--- src/rtl/lfsr_reload_div.sv ---
module lfsr_reload_div #(
  parameter int WIDTH = 6
) (
  input  logic             clk,
  input  logic             rst_n,
  input  logic             load,
  input  logic [WIDTH-1:0] reload_code,
  output logic             div_out,
  output logic             tick
);

  localparam logic [WIDTH-1:0] END_CODE = (WIDTH == 6) ? {WIDTH{1'b1}} : WIDTH'(1);

  logic [WIDTH-1:0] state;
  logic [WIDTH-1:0] hold;
  logic [WIDTH-1:0] stepped;
  logic             fb;

  generate
    if (WIDTH == 6) begin : g_six
      assign fb = ~(state[5] ^ state[4]);
    end else begin : g_eight
      assign fb = ~(state[7] ^ state[3] ^ state[2] ^ state[1]);
    end
  endgenerate

  assign tick    = (state == END_CODE);
  assign stepped = (state == '0) ? END_CODE : {state[WIDTH-2:0], fb};

  always_ff @(posedge clk) begin
    if (!rst_n) begin
      state   <= END_CODE;
      hold    <= END_CODE;
      div_out <= 1'b0;
    end else if (load) begin
      state   <= reload_code;
      hold    <= reload_code;
      div_out <= 1'b0;
    end else if (tick) begin
      state   <= hold;
      div_out <= ~div_out;
    end else begin
      state   <= stepped;
    end
  end


  load_clears_chk: assert property (@(posedge clk) disable iff (!rst_n)
    load |=> (!div_out && state == $past(reload_code)));


  end_flips_chk: assert property (@(posedge clk) disable iff (!rst_n)
    (tick && !load) |=> (div_out != $past(div_out)));


  no_stray_flip_chk: assert property (@(posedge clk) disable iff (!rst_n)
    (!tick && !load) |=> $stable(div_out));


  reload_from_hold_chk: assert property (@(posedge clk) disable iff (!rst_n)
    (tick && !load) |=> (state == $past(hold)));


  hold_kept_chk: assert property (@(posedge clk) disable iff (!rst_n)
    !load |=> $stable(hold));

endmodule

--- config.mk ---
export PLATFORM = sky130hd
export DESIGN_NAME = lfsr_reload_div
export DESIGN_NICKNAME = d
export VERILOG_FILES = /design/src/rtl/lfsr_reload_div.sv
export SDC_FILE = /design/constraint.sdc
export NUM_CORES = 1
export LEC_CHECK = 0
export ABC_AREA = 1
export ABC_CLOCK_PERIOD_IN_PS = 1500
export BUFFER_PORTS_ARGS = -buffer_cell sky130_fd_sc_hd__buf_2
export CORE_MARGIN = 2
export CORE_UTILIZATION = 40
export CTS_CLUSTER_DIAMETER = 40
export CTS_CLUSTER_SIZE = 30
export DETAILED_ROUTE_END_ITERATION = 16
export PLACE_DENSITY_LB_ADDON = 0.05
export SLEW_MARGIN = 20
export SYNTH_ARGS = -nofsm -noshare
export SYNTH_HDL_FRONTEND = slang
export SYNTH_SLANG_ARGS = --single-unit
--- constraint.sdc ---
create_clock -name clk -period 1.5 [get_ports clk]
set_clock_uncertainty 0.1 [all_clocks]
set_input_delay 0 -clock clk [delete_from_list [all_inputs] [get_ports clk]]
set_output_delay 0 -clock clk [all_outputs]
set_load 0.005 [all_outputs]
### Word level (Yosys, flattened, before mapping)

Index checks and enable logic that the tools add are counted.

* register bits: 13
* input bits: 9
* output and inout port bits: 2
* logic and storage cells: 13

* equality and inequality tests: 1
* mux-type cells: 3
* bitwise operators: 4
* reductions and logical operators: 2

Operator list (count)
* 6-bit two-way mux: 3
* 6-bit equality test, second input constant: 1
* 6-bit logical NOT: 1
* 1-bit inverter: 3
* 2-bit OR reduction: 1
* 1-bit XOR: 1

### Logic depth before layout (Yosys ltp)

Gate-level depths: netlist of the first run.

* word-level depth: 5
* depth in mapped cells: 7

### Least setup slack after synthesis of the first run

OpenSTA, ideal clock, no wires.

* path kind: register to register
* start point: register state[4]
* end point: register state[0]
* setup time: 117 ps
* data arrival time: 896 ps
* required time: 1283 ps
* slack: 387 ps
* cell stages (with the launch flop): 7
* clock period less this slack: 1113 ps
* cells stage by stage: dfxtp_1 > ha_1 > nand3_2 > nor2_8 > nand2_1 > nand3_1 > nand2_1

RTL lines
* start: declaration: line 14 `logic [WIDTH-1:0] state;`
* start signal: assignment: line 36 `state <= reload_code;`
* start signal: assignment: line 40 `state <= hold;`
* start signal: assignment: line 43 `state <= stepped;`
* 6-bit equality test: line 27 `assign tick = (state == END_CODE);`
* named net tick: line 9 `output logic tick`
* 6-bit two-way mux: line 39 `end else if (tick) begin`
* 6-bit two-way mux: line 35 `end else if (load) begin`

The timed path passes the listed nets, and every way through them passes these cells.
A chain may end at the register's enable or synchronous reset.

==> out/qor.csv, run 1 <==
metric;value;unit
status;finished, final reports clean;
Syn. warnings;0;
# Max-Cap Violations;0;
Critical Path Start Type;input pin;
antenna diode count;0;
vias;546;
area grow syn2layout;38.6;%
most numerous cell in the Yosys netlist;nand2_1;
Cell variety after synth;16;
Hold Path Cell Cnt;2;
Synth area leaders;dfxtp_1 45%, nand2_1 13%, inv_1 8.4%;
reg-to-reg endpoint;state[1]$_SDFF_PN1_;
Final Net Count;116;
antenna-violating nets left;0;
placed cells;102;
routability cong.;0.728;
sequential fraction of the synthesis area;0.448;
Num CTS Buffers;3;
ys flop type;dfxtp_1;
TNS Setup;0;ns
vias in the first global route;483;
top cell type's share of synthesized area;0.448;
actual slew at the worst max-slew pin;0.214;ns
effective utilization at floorplan;0.435;
required time worst endpoint;1.57;ns
Leak Pwr;0.442;nW
Max Slew Vio Count;0;
core area;0.00133;sq mm
Post-synth EDFFs;0;
Die Span X;42.1;microns
dpl cell area;644;sq um
crit share post-route;0.967;
hold worst-path end;hold[3]$_SDFFE_PN1P_;
asr flop ratio synth;0;
final instance area;805;sq um
pin count of the biggest net entering global routing;13;
CP Launch Point;load;
I/O pins;11;
cell mode on critical path;dlygate4sd3_1;
Final setup viols;0;
# port buffers;10;
initial antenna violation count;0;
Post-Synthesis Cells;78;
Worst Setup Path Type;input pin to register;
TritonCTS clock tree;yes;
RSZ-0062 raised after global routing;no;
total die area;0.00177;sq mm
Peak VDD IR;0.000527;V
Via density;4.59;
Global Route Usage Sum;0.161;
final core utilization;0.603;
cell accounting for the most synthesized area;dfxtp_1;
max_slew headroom;0.857;
Critical-path top delay cell;dlygate4sd3_1;
final WL;1.28;mm
syn_nets;89;
fmax;0.690;GHz
CTS max path bufs;2;
R2R cell count;6;
first-pass GRT wire length;2.08;mm
worst skew pair latency;0.28;ns
Core Rows;13;
register bit total from synthesis;13;
Final Hold Viols;0;
DRC viols;0;
P per Cell Area;940;mW/mm^2
worst hold path type;register to register;
clock-pin slew on the worst setup and hold paths;0.08;ns
total power;0.756;mW
syn avg cell area;7.44;sq um
DR iter-0 viols;14;
Hold Crit Start;hold[3]$_SDFFE_PN1P_;
GRT overflow;0;
Final Non-Filler Cells;119;
sinks on the clock net;13;
dpl hpwl;876;microns
first drt pass iteration count;4;
crit path capture type;register;
H-tree depth;1;
commonest cells in the netlist;20 x nand2_1, 13 x dfxtp_1, 13 x inv_1, 7 x o21ai_0, 6 x a21oi_1;
WL/cell;10.7;microns
Crit path largest cell delay;0.58;ns
ratio of cells with drive above 1 in the final layout;0.183;
Worst R2R Start;state[4]$_SDFF_PN1_;
Worst R2R Setup Slack;0.26;ns
clk root buf;clkbuf_4;
Post-Syn Area;581;sq um
Die Y;42.1;microns
crit-path cells;dlygate4sd3_1 -> buf_4 -> a21oi_1 -> dlygate4sd3_1 -> o21ai_0;
crit-path max FO;12;
WP data arrival;1.52;ns
Tmin final;1.45;ns
-- worst max-delay path, delay by kind of cell --
kind	cells	cell delay (ns)
buffers and inverters	3	1.31
AOI/OAI and AO/OA	2	0.21
-- cells in the final DEF, fill, tap and decap left out, drive strengths merged --
cell type    count
dlygate4sd3     13
nand2           21
clkinv           1
clkbuf           3
nand4            1
inv             15
xnor2            1
a21oi            6
dfxtp           13
o21ai            7
buf             10
and2             1
ha               2
nor2             4
nand3            6
-- cell families (layout without fill, tap and decap cells) --
| group | after synthesis | count (layout) | share of synthesized area |
|---|---|---|---|
| adders and majority gates | 2 | 2 | 0.0431 |
| AOI/OAI and AO/OA | 13 | 13 | 0.112 |
| buffers and inverters | 16 | 42 | 0.106 |
| DFF | 13 | 13 | 0.448 |
| and+or+nand+nor | 33 | 33 | 0.276 |
| xor gates and xnor gates | 1 | 1 | 0.0151 |
-- power by group --
group	switching, mW	internal [mW]
registers	0.0135	0.372
clock network	0.120	0.0990
logic	0.0797	0.0724
-- worst max-delay path by stage --
stage	endpoint	slack, ns	cells past startpoint
after floorplan	state[0]$_SDFF_PN1_	0.39	6
after global placement	state[5]$_SDFF_PN1_	0.30	6
after detailed placement	state[0]$_SDFF_PN1_	0.29	6
after CTS	state[0]$_SDFF_PN1_	0.07	5
after global routing	hold[4]$_SDFFE_PN1P_	0.008	5
final	hold[2]$_SDFFE_PN1P_	0.05	5
-- registers in the layout (all words and copies together) (netlist names) --
| register | count |
|---|---|
| state | 6 |
| hold | 6 |
| div_out | 1 |
-- repair_timing --
action	in CTS	in global routing
hold buffers	13	0
setup buffers	0	0
endpoints found under the setup margin	0	3
gates resized for setup	0	2
hold endpoints to repair	12	0
-- metrics by stage --
step / hold slack, ns / setup slack, ns
floorplan: 0.0255 / 0.387
global placement: 0.129 / 0.303
detailed placement: 0.136 / 0.288
CTS: 0.371 / 0.0721
global route: 0.395 / 0.00797
finish: 0.369 / 0.0501
-- layer usage --
metal	global-route usage	routed length, microns	up-vias
li1	-	-	296
met1	0.197	639	238
met2	0.247	575	10
met3	0.0776	48	2
met4	0.0563	14	0
met5	0	0	-
-- cell type report --
cell class / count / area, sq um
inverters: 15 / 56.3
fillers: 136 / 529
clock inverters: 1 / 5.00
multi-input cells: 49 / 259
well taps: 15 / 18.8
repair buffers: 23 / 183
clock buffers: 3 / 22.5
flip-flops and latches: 13 / 260
Note: power is estimated with default switching activity, not from simulation.
==> run 2: changes to the inputs <==
--- a/config.mk
+++ b/config.mk
@@ -7,12 +7,11 @@
 export LEC_CHECK = 0
 export ABC_AREA = 1
 export ABC_CLOCK_PERIOD_IN_PS = 1500
-export BUFFER_PORTS_ARGS = -buffer_cell sky130_fd_sc_hd__buf_2
 export CORE_MARGIN = 2
 export CORE_UTILIZATION = 40
 export CTS_CLUSTER_DIAMETER = 40
-export CTS_CLUSTER_SIZE = 30
 export DETAILED_ROUTE_END_ITERATION = 16
+export DONT_BUFFER_PORTS = 1
 export PLACE_DENSITY_LB_ADDON = 0.05
 export SLEW_MARGIN = 20
 export SYNTH_ARGS = -nofsm -noshare
==> out/qor.csv, run 2 (synthesized netlist as in run 1, its figures left out) <==
metric;value;unit;change
area grow syn2layout;24.8;%;
dpl cell area;594;sq um;-7.8%
Core Rows;13;;unchanged
first-pass GRT wire length;1.90;mm;-8.6%
# Max-Cap Violations;0;;unchanged
Tmin final;1.37;ns;-0.0767 ns
total power;0.726;mW;-4.1%
pin count of the biggest net entering global routing;13;;unchanged
DR iter-0 viols;2;;-12
TritonCTS clock tree;yes;;
sw frac;0.275;;-0.00717
Critical-path top delay cell;dlygate4sd3_1;;
routability cong.;0.695;;-4.5%
P per Cell Area;1000;mW/mm^2;+6.5%
worst path bufs/invs;3;;unchanged
Num CTS Buffers;3;;unchanged
Final setup viols;0;;unchanged
commonest cells after routing, fill and taps aside;20 x nand2_1, 13 x inv_1, 13 x dfxtp_1;;
Global Route Usage Sum;0.147;;-0.0146
Sequential Power Share;0.531;;+0.022
H-tree depth;1;;unchanged
fill count;140;;+2.9%
Setup Buffers After CTS;0;;unchanged
status;finished, final reports clean;;
Worst Setup Path Type;input pin to register;;
final instance area;724;sq um;-10%
GRT overflow;0;;unchanged
crit-path cells;dlygate4sd3_1 -> inv_2 -> a21oi_1 -> dlygate4sd3_1 -> o21ai_0;;
sinks on the clock net;13;;unchanged
Final Hold Viols;0;;unchanged
actual slew at the worst max-slew pin;0.428;ns;+0.214 ns
crit path capture type;register;;
worst skew pair latency;0.27;ns;about the same
DRC viols;0;;unchanged
Hold Crit Start;load;;
Worst R2R Start;state[4]$_SDFF_PN1_;;
Sw Pwr;0.200;mW;-6.5%
register area;260;sq um;unchanged
multi-input combinational cell area;259;sq um;unchanged
vias in the first global route;469;;-2.9%
TNS Setup;0;ns;unchanged
final core utilization;0.543;;-0.0600
Die Y;42.1;microns;unchanged
WL/cell;10.5;microns;-2.4%
Critical Path Start Type;input pin;;
hold worst-path end;hold[4]$_SDFFE_PN1P_;;
max_slew headroom;0.714;;-0.142
Combinational Power Share;0.176;;-0.025
Crit path largest cell delay;0.58;ns;about the same
final WL;1.11;mm;-13%
Max Slew Vio Count;0;;unchanged
total die area;0.00177;sq mm;unchanged
ratio of cells with drive above 1 in the final layout;0.0989;;-0.0838
I/O pins;11;;unchanged
Via density;4.77;;+4.0%
antenna diode count;0;;unchanged
required time worst endpoint;1.55;ns;-0.02 ns
R2R cell count;6;;unchanged
cell mode on critical path;dlygate4sd3_1;;
CTS max path bufs;2;;unchanged
crit-path max FO;6;;-6
core area;0.00133;sq mm;unchanged
WP data arrival;1.43;ns;-0.09 ns
Leak Pwr;0.394;nW;-11%
antenna-violating nets left;0;;unchanged
# port buffers;0;;-10
crit share post-route;0.915;;-0.0511
Hold Path Cell Cnt;2;;unchanged
dpl hpwl;803;microns;-8.4%
Internal Power;0.526;mW;-3.1%
clk root buf;clkbuf_4;;
Top delay family on crit path;buffers and inverters;;
fmax;0.728;GHz;+5.6%
Peak VDD IR;0.000543;V;+3.0%
biggest regs;hold: 6 flops, state: 6 flops, div_out: 1 flops;;
effective utilization at floorplan;0.435;;unchanged
worst hold path type;input pin to register;;
first drt pass iteration count;4;;unchanged
Final Net Count;103;;-11%
Clock Power Share;0.293;;+0.003
vias;506;;-7.3%
RSZ-0062 raised after global routing;no;;
clock-pin slew on the worst setup and hold paths;0.08;ns;about the same
reg-to-reg endpoint;state[5]$_SDFF_PN1_;;
Worst R2R Setup Slack;0.29;ns;+0.03 ns
initial antenna violation count;0;;unchanged
Die Span X;42.1;microns;unchanged
commonest non-fill, non-tap cell in the layout;nand2_1;;
-- run 2: per-layer routing --
metal,up-vias,GRT usage,routed length (microns)
li1,268,-,-
met1,228,0.159,509
met2,8,0.256,533
met3,2,0.0690,48
met4,0,0.0375,18
met5,-,0,0
-- run 2: final cells by class --
type,instances,share of cell area
Sequential cell,13,0.359
Multi-Input combinational cell,49,0.358
Clock buffer,3,0.0311
Inverter,15,0.0777
Timing Repair Buffer,10,0.142
Tap cell,15,0.0259
Clock inverter,1,0.00691
-- run 2: worst max path at each step --
stage	from	end	slack, ns	cells after the start
CTS	load	hold[0]$_SDFFE_PN1P_	0.02	4
global route	rst_n	hold[0]$_SDFFE_PN1P_	0.06	5
floorplan	state[4]$_SDFF_PN1_	state[0]$_SDFF_PN1_	0.39	6
finish	rst_n	hold[3]$_SDFFE_PN1P_	0.13	5
detailed placement	state[4]$_SDFF_PN1_	state[0]$_SDFF_PN1_	0.30	6
global placement	state[4]$_SDFF_PN1_	state[4]$_SDFF_PN1_	0.31	6
-- run 2: power by group through the flow --
stage / logic (mW) / registers, mW / clock network [mW]
2_1_floorplan: 0.0883 / 0.390 / 0
3_3_place_gp: 0.102 / 0.393 / 0
3_5_place_dp: 0.102 / 0.394 / 0
4_1_cts: 0.128 / 0.386 / 0.223
5_1_grt: 0.145 / 0.389 / 0.238
6_report: 0.127 / 0.385 / 0.213
-- run 2: timing repair --
| item | in CTS | in global routing |
|---|---|---|
| hold endpoints to repair | 13 | 0 |
| resized for setup | 0 | 1 |
| endpoints found under the setup margin | 0 | 4 |
| hold buffers | 10 | 0 |
-- run 2: through the flow --
stage	instances	setup WS (ns)	hold slack [ns]
after floorplan	78	0.387	0.0255
after global placement	92	0.312	0.0102
after detailed placement	92	0.298	0.0120
after CTS	106	0.0151	0.288
after global routing	106	0.0627	0.243
final	106	0.127	0.224
==> run 3: changes to the inputs <==
--- a/config.mk
+++ b/config.mk
@@ -7,11 +7,14 @@
 export LEC_CHECK = 0
 export ABC_AREA = 1
 export ABC_CLOCK_PERIOD_IN_PS = 1500
+export CELL_PAD_IN_SITES_DETAIL_PLACEMENT = 1
+export CELL_PAD_IN_SITES_GLOBAL_PLACEMENT = 1
 export CORE_MARGIN = 2
 export CORE_UTILIZATION = 40
 export CTS_CLUSTER_DIAMETER = 40
 export DETAILED_ROUTE_END_ITERATION = 16
 export DONT_BUFFER_PORTS = 1
+export MAX_ROUTING_LAYER = met4
 export PLACE_DENSITY_LB_ADDON = 0.05
 export SLEW_MARGIN = 20
 export SYNTH_ARGS = -nofsm -noshare
==> out/qor.csv, run 3 (synthesized netlist as in run 1, its figures left out) <==
metric;value;unit;change
multi-input combinational cell area;259;sq um;unchanged
hold worst-path end;hold[0]$_SDFFE_PN1P_;;
H-tree depth;1;;unchanged
sinks on the clock net;13;;unchanged
crit-path max FO;6;;unchanged
I/O pins;11;;unchanged
Hold Crit Start;load;;
vias;519;;+2.6%
WP data arrival;1.40;ns;-0.03 ns
clk root buf;clkbuf_4;;
first-pass GRT wire length;2.36;mm;+24%
worst skew pair latency;0.27;ns;about the same
worst path bufs/invs;3;;unchanged
cell mode on critical path;dlygate4sd3_1;;
Final WS setup;0.151;ns;+0.0237 ns
Hold Slack;0.207;ns;-0.0167 ns
P per Cell Area;1020;mW/mm^2;+2.3%
R2R cell count;6;;unchanged
CTS max path bufs;2;;unchanged
Die Y;42.1;microns;unchanged
Crit path largest cell delay;0.57;ns;about the same
effective utilization at floorplan;0.435;;unchanged
Die Span X;42.1;microns;unchanged
Num CTS Buffers;3;;unchanged
pin count of the biggest net entering global routing;13;;unchanged
total power;0.731;mW;+0.72%
RSZ-0062 raised after global routing;no;;
# Max-Cap Violations;0;;unchanged
ratio of cells with drive above 1 in the final layout;0.0889;;-0.0100
fmax;0.741;GHz;+1.8%
Max Slew Vio Count;0;;unchanged
DR iter-0 viols;4;;+2
required time worst endpoint;1.55;ns;about the same
antenna diode count;0;;unchanged
Worst R2R Start;state[4]$_SDFF_PN1_;;
commonest non-fill, non-tap cell in the layout;nand2_1;;
vias in the first global route;557;;+19%
Setup Buffers After CTS;0;;unchanged
actual slew at the worst max-slew pin;0.416;ns;-0.0120 ns
Hold Path Cell Cnt;2;;unchanged
Final Hold Viols;0;;unchanged
register area;260;sq um;unchanged
TritonCTS clock tree;yes;;
commonest cells after routing, fill and taps aside;20 x nand2_1, 13 x inv_1, 13 x dfxtp_1;;
fill count;178;;+27%
Via density;4.94;;+3.5%
total die area;0.00177;sq mm;unchanged
clock-pin slew on the worst setup and hold paths;0.08;ns;about the same
status;finished, final reports clean;;
dpl ws;0.230;ns;-0.0686 ns
crit-path cells;dlygate4sd3_1 -> inv_2 -> a21oi_1 -> dlygate4sd3_1 -> o21ai_0;;
initial antenna violation count;0;;unchanged
WL/cell;12.4;microns;+19%
Peak VDD IR;0.000576;V;+6.1%
Leak Pwr;0.386;nW;-1.9%
dpl hpwl;969;microns;+21%
routability cong.;0.741;;+6.6%
final WL;1.31;mm;+18%
Final Net Count;102;;-0.97%
reg-to-reg endpoint;state[2]$_SDFF_PN1_;;
# port buffers;0;;unchanged
Global Route Usage Sum;0.182;;+0.0353
GRT overflow;0;;unchanged
Worst Setup Path Type;input pin to register;;
area grow syn2layout;22.8;%;
Critical Path Start Type;input pin;;
antenna-violating nets left;0;;unchanged
worst hold path type;input pin to register;;
Top delay family on crit path;buffers and inverters;;
Core Rows;13;;unchanged
Critical-path top delay cell;dlygate4sd3_1;;
crit share post-route;0.900;;-0.0158
max_slew headroom;0.722;;+0.00800
first drt pass iteration count;3;;-1
Final setup viols;0;;unchanged
Tmin final;1.35;ns;-0.0237 ns
final core utilization;0.535;;-0.00844
Worst R2R Setup Slack;0.25;ns;-0.04 ns
crit path capture type;register;;
TNS Setup;0;ns;unchanged
biggest regs;hold: 6 flops, state: 6 flops, div_out: 1 flops;;
core area;0.00133;sq mm;unchanged
DRC viols;0;;unchanged
-- run 3: changes by cell type in the layout (fill, tap and decap cells not counted), sizes merged --
cell / delta
clkbuf: +1
clkinv: -1
dlygate4sd3: -1
-- run 3: area by class of cell --
cell class	count	share of cell area
inverter	15	0.0789
sequential	13	0.365
clock buffer	4	0.0368
multi-input combinational	49	0.363
timing repair buffer	9	0.130
tap	15	0.0263
-- run 3: layer usage --
layer	GRT usage	vias to the layer above	part of all wire
li1	-	271	-
met1	0.231	239	0.49
met2	0.272	7	0.47
met3	0.0388	2	0.030
met4	0.0938	0	0.013
met5	-	-	0
-- run 3: worst max-delay path by stage --
stage	from	to	cells past startpoint
after global routing	rst_n	hold[1]$_SDFFE_PN1P_	5
after global placement	state[4]$_SDFF_PN1_	state[2]$_SDFF_PN1_	6
after detailed placement	state[4]$_SDFF_PN1_	state[2]$_SDFF_PN1_	6
after CTS	load	hold[1]$_SDFFE_PN1P_	4
after floorplan	state[4]$_SDFF_PN1_	state[0]$_SDFF_PN1_	6
final	rst_n	hold[1]$_SDFFE_PN1P_	5
-- run 3: per-stage QoR --
| step | cell area, sq um | cells |
|---|---|---|
| detailed placement | 594 | 92 |
| CTS | 711 | 105 |
| global route | 713 | 105 |
| global placement | 594 | 92 |
| finish | 713 | 105 |
| floorplan | 581 | 78 |
-- run 3: timing repair --
item,in CTS,in global routing
endpoints found under the hold margin,13,0
endpoints found under the setup margin,0,2
hold buffers,9,0
resized for setup,0,1
-- run 3: power by group --
part | internal (mW) | switching [mW]
combinational | 0.0536 | 0.0761
clock | 0.103 | 0.113
sequential | 0.372 | 0.0138
